==> config.mk <==
export PLATFORM = sky130hd
export DESIGN_NAME = i2c_busy_monitor
export DESIGN_NICKNAME = d
export VERILOG_FILES = /design/src/rtl/i2cbm_pkg.sv /design/src/rtl/i2cbm_sync.sv /design/src/rtl/i2cbm_cond_det.sv /design/src/rtl/i2cbm_interval.sv /design/src/rtl/i2c_busy_monitor.sv
export SDC_FILE = /design/constraint.sdc
export NUM_CORES = 1
export LEC_CHECK = 0
export ABC_CLOCK_PERIOD_IN_PS = 2200
export BUFFER_PORTS_ARGS = -buffer_cell sky130_fd_sc_hd__buf_2
export CAP_MARGIN = 20
export CORE_ASPECT_RATIO = 0.5
export CORE_MARGIN = 1.5
export CORE_UTILIZATION = 50
export CTS_CLUSTER_DIAMETER = 200
export DETAILED_ROUTE_END_ITERATION = 8
export PLACE_DENSITY = 0.66
export SETUP_SLACK_MARGIN = 0.3
export SLEW_MARGIN = 40
export SYNTH_ARGS = -nofsm -noshare
export SYNTH_HDL_FRONTEND = slang
export SYNTH_SLANG_ARGS = --single-unit
export TNS_END_PERCENT = 100
==> constraint.sdc <==
create_clock -name clk -period 2.2 [get_ports clk]
set_clock_uncertainty 0.15 [all_clocks]
set_input_delay 0.22 -clock clk [delete_from_list [all_inputs] [get_ports clk]]
set_output_delay 0.22 -clock clk [all_outputs]
set_load 0.05 [all_outputs]
==> src/rtl/i2cbm_pkg.sv <==
package i2cbm_pkg;

  typedef enum logic [1:0] {
    BS_UNKNOWN = 2'd0,
    BS_BUSY    = 2'd1,
    BS_GAP     = 2'd2,
    BS_FREE    = 2'd3
  } bus_state_t;

endpackage

==> src/rtl/i2cbm_sync.sv <==
module i2cbm_sync #(
  parameter int   STAGES  = 2,
  parameter logic RST_VAL = 1'b1
) (
  input  logic clk,
  input  logic rst_n,
  input  logic d_i,
  output logic q_o
);

  logic [STAGES-1:0] chain_q;
  logic [STAGES-1:0] chain_d;

  assign chain_d[0] = d_i;

  generate
    for (genvar gi = 1; gi < STAGES; gi++) begin : g_stage
      assign chain_d[gi] = chain_q[gi-1];
    end
  endgenerate

  always_ff @(posedge clk or negedge rst_n) begin
    if (!rst_n) chain_q <= {STAGES{RST_VAL}};
    else        chain_q <= chain_d;
  end

  assign q_o = chain_q[STAGES-1];

endmodule

==> src/rtl/i2cbm_cond_det.sv <==
module i2cbm_cond_det (
  input  logic clk,
  input  logic rst_n,
  input  logic scl_s_i,
  input  logic sda_s_i,
  output logic start_o,
  output logic stop_o,
  output logic lines_high_o
);

  logic scl_prev_q;
  logic sda_prev_q;
  logic scl_steady;

  always_ff @(posedge clk or negedge rst_n) begin
    if (!rst_n) begin
      scl_prev_q <= 1'b1;
      sda_prev_q <= 1'b1;
    end else begin
      scl_prev_q <= scl_s_i;
      sda_prev_q <= sda_s_i;
    end
  end

  assign scl_steady   = scl_prev_q & scl_s_i;
  assign start_o      = scl_steady & sda_prev_q & ~sda_s_i;
  assign stop_o       = scl_steady & ~sda_prev_q & sda_s_i;
  assign lines_high_o = scl_s_i & sda_s_i;

endmodule

==> src/rtl/i2cbm_interval.sv <==
module i2cbm_interval #(
  parameter int LIMIT = 470
) (
  input  logic clk,
  input  logic rst_n,
  input  logic run_i,
  output logic done_o
);

  localparam int CW = $clog2(LIMIT + 1);
  localparam logic [CW-1:0] LAST = CW'(LIMIT - 1);

  logic [CW-1:0] cnt_q;
  logic [CW-1:0] cnt_d;
  logic          at_last;

  assign at_last = (cnt_q == LAST);
  assign done_o  = run_i & at_last;

  always_comb begin
    if (!run_i)       cnt_d = '0;
    else if (at_last) cnt_d = cnt_q;
    else              cnt_d = cnt_q + 1'b1;
  end

  always_ff @(posedge clk or negedge rst_n) begin
    if (!rst_n) cnt_q <= '0;
    else        cnt_q <= cnt_d;
  end

endmodule

==> src/rtl/i2c_busy_monitor.sv <==
module i2c_busy_monitor
  import i2cbm_pkg::*;
#(
  parameter int SYNC_STAGES = 2,
  parameter int TBUF_CYCLES = 470,
  parameter int IDLE_CYCLES = 400000
) (
  input  logic clk,
  input  logic rst_n,
  input  logic scl_i,
  input  logic sda_i,
  input  logic shared_mode_i,
  output logic bus_free_o
);

  logic       scl_s;
  logic       sda_s;
  logic       start_det;
  logic       stop_det;
  logic       lines_high;
  logic       gap_run;
  logic       gap_done;
  logic       idle_run;
  logic       idle_done;
  bus_state_t state_q;
  bus_state_t state_d;

  i2cbm_sync #(.STAGES(SYNC_STAGES), .RST_VAL(1'b1)) scl_sync_i (
    .clk(clk), .rst_n(rst_n), .d_i(scl_i), .q_o(scl_s)
  );

  i2cbm_sync #(.STAGES(SYNC_STAGES), .RST_VAL(1'b1)) sda_sync_i (
    .clk(clk), .rst_n(rst_n), .d_i(sda_i), .q_o(sda_s)
  );

  i2cbm_cond_det cond_i (
    .clk(clk), .rst_n(rst_n),
    .scl_s_i(scl_s), .sda_s_i(sda_s),
    .start_o(start_det), .stop_o(stop_det), .lines_high_o(lines_high)
  );

  // gap timer restarts on every STOP seen inside the gap
  assign gap_run  = (state_q == BS_GAP) & ~stop_det;
  assign idle_run = (state_q == BS_UNKNOWN) & shared_mode_i & lines_high;

  i2cbm_interval #(.LIMIT(TBUF_CYCLES)) gap_tmr_i (
    .clk(clk), .rst_n(rst_n), .run_i(gap_run), .done_o(gap_done)
  );

  i2cbm_interval #(.LIMIT(IDLE_CYCLES)) idle_tmr_i (
    .clk(clk), .rst_n(rst_n), .run_i(idle_run), .done_o(idle_done)
  );

  always_comb begin
    state_d = state_q;
    unique case (state_q)
      BS_UNKNOWN: begin
        if (start_det)                        state_d = BS_BUSY;
        else if (stop_det)                    state_d = BS_GAP;
        else if (!shared_mode_i || idle_done) state_d = BS_FREE;
      end
      BS_BUSY: begin
        if (stop_det) state_d = BS_GAP;
      end
      BS_GAP: begin
        if (start_det)     state_d = BS_BUSY;
        else if (gap_done) state_d = BS_FREE;
      end
      BS_FREE: begin
        if (start_det) state_d = BS_BUSY;
      end
      default: state_d = BS_UNKNOWN;
    endcase
  end

  always_ff @(posedge clk or negedge rst_n) begin
    if (!rst_n) state_q <= BS_UNKNOWN;
    else        state_q <= state_d;
  end

  assign bus_free_o = (state_q == BS_FREE) |
                      ((state_q == BS_UNKNOWN) & ~shared_mode_i);

endmodule

-- After elaboration in Yosys (flattened, before gate mapping)
Cells that the tools add are included.
- register bits: 36
- bits in latches: 0
- RAM bits: 0
- memory bits (read-only): 0
- input bits: 5
- output and inout bits: 1
- logic and storage cells: 53
- memories: 0
- add/sub/neg operators: 2
- $mul: 0
- div/mod/pow operators: 0
- order comparisons: 0
- eq/ne operators: 11
- shift-type cells: 0
- mux-type cells: 12
- bitwise logic cells: 17
- reductions and logical operators: 4
- operators with widths (operator ; count):
    19-bit two-way mux ; 2
    19-bit by 1-bit adder with 19-bit output, second input constant ; 1
    19-bit == test, second input constant ; 1
    9-bit two-way mux ; 2
    2-bit two-way mux ; 7
    1-bit bitwise AND ; 12
    9-bit by 1-bit adder with 9-bit output, second input constant ; 1
    9-bit == test, second input constant ; 1
    2-bit one-hot mux with 4 select lines ; 1
    2-bit inequality test, second input constant ; 3
    2-bit == test, second input constant ; 2
    4-bit by 3-bit inequality test with 1-bit output, second input constant ; 1
    1-bit NOT ; 4
    4-bit AND reduction ; 1
    3-bit by 2-bit inequality test with 1-bit output, second input constant ; 1
    2-bit by 1-bit == test with 1-bit output, second input constant ; 1
    2-bit logical NOT ; 1
    2-bit by 1-bit inequality test with 1-bit output, second input constant ; 1
    1-bit logical NOT ; 1
    1-bit logical OR ; 1
    1-bit bitwise OR ; 1

-- Depth between registers and ports, before layout
- depth after elaboration: 9
- depth in mapped cells: 7
- mapped depth without buffers: 6

-- Modules after synthesis
A second synthesis with hierarchy kept.
- cells, all modules: 184
- area, all modules: 1855.5 um2
- modules (own cells, without submodules) (module ; times used ; cells an instance ; area each (um2) ; seq. area each (um2)):
    i2cbm_interval (idle_tmr_i) ; 1 ; 109 ; 1026.0 ; 475.5
    i2cbm_interval (gap_tmr_i) ; 1 ; 49 ; 498.0 ; 225.2
    i2c_busy_monitor ; 1 ; 17 ; 146.4 ; 50.0
    i2cbm_sync ; 2 ; 2 ; 52.6 ; 52.6
    i2cbm_cond_det ; 1 ; 5 ; 80.1 ; 52.6

-- Worst setup path after synthesis
OpenSTA, ideal clock, no wires.
- path type: register -> register
- start point: reg idle_tmr_i.cnt_q[14]
- end point: reg idle_tmr_i.cnt_q[7]
- setup time: 121 ps
- arrival: 1671 ps
- required time: 1929 ps
- path slack: 258 ps
- stages on the path, launching flop included: 5
- buffers on the path: 0
- clock period less this slack: 1942 ps
- path through: dfrtp_1 or4_1 nor4_4 nand2_1 a22o_1
- cells in the longest elaborated chain, start to end: 2
- ends and longest elaborated chain (item ; RTL line ; RTL):
    start, declared ; i2cbm_interval.sv:13 ; logic [CW-1:0] cnt_q;
    start signal, assigned ; i2cbm_interval.sv:28 ; else cnt_q <= cnt_d;
    19-bit == test ; i2cbm_interval.sv:17 ; assign at_last = (cnt_q == LAST);
    2-bit inequality test (no source line) ; -- ;
No other way between the ends.
A chain may end at the register's enable or synchronous reset.

-- Worst setup path after layout
Ends and elaborated chain as after synthesis.

==> results.yml <==
run_status:
  status: "complete, no violations"
yosys:
  synth_ff_type: "dfrtp_1"
  synth_nets: 179
  synth_area_per_cell_sq_um: 10.1
  synth_edf_count: 0
  postSynthCellCount: 171
  async_reset_ff_frac: 1.00
  syn_area_sq_um: 1730
  synth_cell_type_count: 36
  ys_ff_latch: 36
  ys_warn_count: 0
  yosysSeqAreaShare: 0.525
cells_and_area:
  final_nets: 204
  final_cell_mix: "dfrtp_1, nor2_1, nand2_1, buf_4, nand3_1"
  stdcell_count: 237
  fillers: 252
  multi_input_area_sq_um: 855
  area_growth_pct: 20.4
  final_common_cell: "dfrtp_1"
  ff_latch_area_sq_um: 913
  drive_gt1_frac: 0.239
  antenna_cells: 0
placement:
  dp_cells: 218
  hpwl_um: 2220
  portBuffers: 5
  gp_congestion: 0.793
power:
  p_int_mw: 1.04
  power_density_nw_per_um2: 697
  swShare: 0.285
  p_leak_nw: 0.866
  p_sw_mw: 0.414
  ir_drop_v: 0.000283
  clock_power_share: 0.332
  power_frac_seq: 0.529
  power_frac_comb: 0.139
sta:
  finalCritPeriodShare: 0.887
  max_clock_freq_mhz: 513
  period_minus_slack_ns: 1.95
  slew_headroom: 0.708
  tightest_slew_ns: 0.438
  finalSetupViolations: 0
  hold_viol_final: 0
  drv_slew: 0
  rsz0062_at_grt: "true"
  tns_ns: 0
global_routing:
  grt_max_degree: 37
  met1_usage: 0.261
  gr-usage-met2: 0.331
  grt.busiest_layer: "met2"
  grt_use_total: 0.204
  grt_use_met3: 0.0597
  overflow: 0
  grt_pass1_wl_um: 5750
  grt_pass1_vias: 1264
  antenna_found_initial: 0
detailed_routing:
  via_per_inst: 5.76
  vias: 1366
  drtIter0Drc: 49
  drt-wirelength-per-cell_um: 14.4
  dr.pass1.iters: 4
  wl_um: 3420
  ant_nets: 0
  drc: 0
floorplan:
  initial_core_util: 0.548
  die_area_sq_um: 3840
  die_h_um: 44.6
  ios: 6
  chipWidth_um: 86.2
  row_count: 14
  coreArea_sq_um: 3150
cts:
  htree_num_levels: 2
  clockBufferDepth: 2
  cts_tree: "yes"
  cts_buffers: 5
  cts.sinks: 36
  worstSkewPairLatency_ns: 0.29
  clk_pin_slew_ns: 0.07
  root_buffer: "clkbuf_8"
worst_setup_path:
  critPathLaunchType: "flip-flop"
  critPathKind: "flip-flop to flip-flop"
  crit_required_ns: 2.23
  crit_fanout: 6
  cp-end-kind: "flip-flop"
  worstPathArrival_ns: 1.98
min_path:
  hold_class: "input pin to flip-flop"
flow_run:
  cap_violations: 0
[metal layers]
layer,vias up,part of all wire
met5,-,0
met4,0,0.016
met3,11,0.033
met2,23,0.45
met1,663,0.51
li1,669,-
[kinds of logic after synthesis]
logic type	after synthesis	share of synthesized area
DFF	36	0.525
AOI/OAI and AO/OA	28	0.0970
muxes	2	0.0123
adders and majority gates	3	0.0217
buffers and inverters	8	0.0174
and+or+nand+nor	81	0.260
xor gates and xnor gates	13	0.0658
[path summary, 6_finish.rpt]
path	start	end	slack (ns)	cells after the start
min in group asynchronous	rst_n	gap_tmr_i.cnt_q[6]	0.27	2
worst max register to register	idle_tmr_i.cnt_q[14]	idle_tmr_i.cnt_q[7]	0.25	5
worst max-delay path	idle_tmr_i.cnt_q[14]	idle_tmr_i.cnt_q[7]	0.25	5
max in group asynchronous	rst_n	scl_sync_i.chain_q[0]	1.29	2
worst min-delay path	shared_mode_i	state_q[1]	0.14	4
worst min register to register	sda_sync_i.chain_q[0]	sda_sync_i.chain_q[1]	0.21	0
[through the flow]
| stage | total power, mW | hold WS, ns | util | setup WS (ns) | cell area, sq um |
|---|---|---|---|---|---|
| 2_1_floorplan | 0.911 | -0.226 | - | 0.287 | 1730 |
| 3_3_place_gp | 0.968 | 0.175 | 0.582 | 0.193 | 1840 |
| 3_5_place_dp | 0.971 | 0.176 | 0.582 | 0.143 | 1840 |
| 4_1_cts | 1.46 | 0.140 | 0.636 | 0.251 | 2000 |
| 5_1_grt | 1.53 | 0.172 | 0.660 | 0.199 | 2080 |
| 6_report | 1.45 | 0.144 | 0.660 | 0.249 | 2080 |
[flip-flops by register name (all words and copies together) (netlist names)]
signal	cells
cond_i.scl_prev_q	1
scl_sync_i.chain_q	2
sda_sync_i.chain_q	2
gap_tmr_i.cnt_q	9
state_q	2
idle_tmr_i.cnt_q	19
cond_i.sda_prev_q	1
[layout make-up]
type,instances,area share
sequential,36,0.439
multi-input combinational,127,0.410
timing repair buffer,21,0.0745
clock buffer,8,0.0433
tap,40,0.0240
inverter,5,0.00901
[critical path, cell delays in order, from the launching register on]
cell and delay (ns):
dfrtp_1 0.42, or4_4 0.54, nor4_4 0.24, buf_4 0.19
nand2_4 0.08, a22o_1 0.22
[cells in the mapped netlist, drive strengths merged, types with 2 or more instances]
master | instances | area, sq um
nor2 | 21 | 78.8
inv | 5 | 18.8
and4 | 2 | 17.5
xor2 | 7 | 61.3
o21ai | 8 | 40.0
ha | 3 | 37.5
or3 | 2 | 12.5
and4b | 3 | 30.0
xnor2 | 6 | 52.6
a21o | 3 | 22.5
or4 | 3 | 26.3
nor3 | 7 | 35.0
nand4 | 6 | 43.8
nand3 | 9 | 45.0
nor4 | 5 | 46.3
nand2 | 15 | 56.3
dfstp | 6 | 158
a21oi | 8 | 40.0
clkbuf | 3 | 11.3
dfrtp | 30 | 751
a31oi | 5 | 31.3
and3 | 3 | 18.8
[power by group through the flow]
stage | Sequential (mW) | Clock (mW) | Combinational (mW)
after CTS | 0.765 | 0.497 | 0.203
after floorplan | 0.762 | 0 | 0.149
after detailed placement | 0.776 | 0 | 0.195
after global placement | 0.775 | 0 | 0.193
after global routing | 0.776 | 0.523 | 0.231
final | 0.767 | 0.482 | 0.202
[repair_timing]
action,in CTS,in global routing
endpoints found under the setup margin,12,15
gates resized for setup,4,10
hold buffers,3,0
hold endpoints to repair,32,0
setup buffers,5,3
pin swaps,2,5
Power figures use the tool's default switching activity.
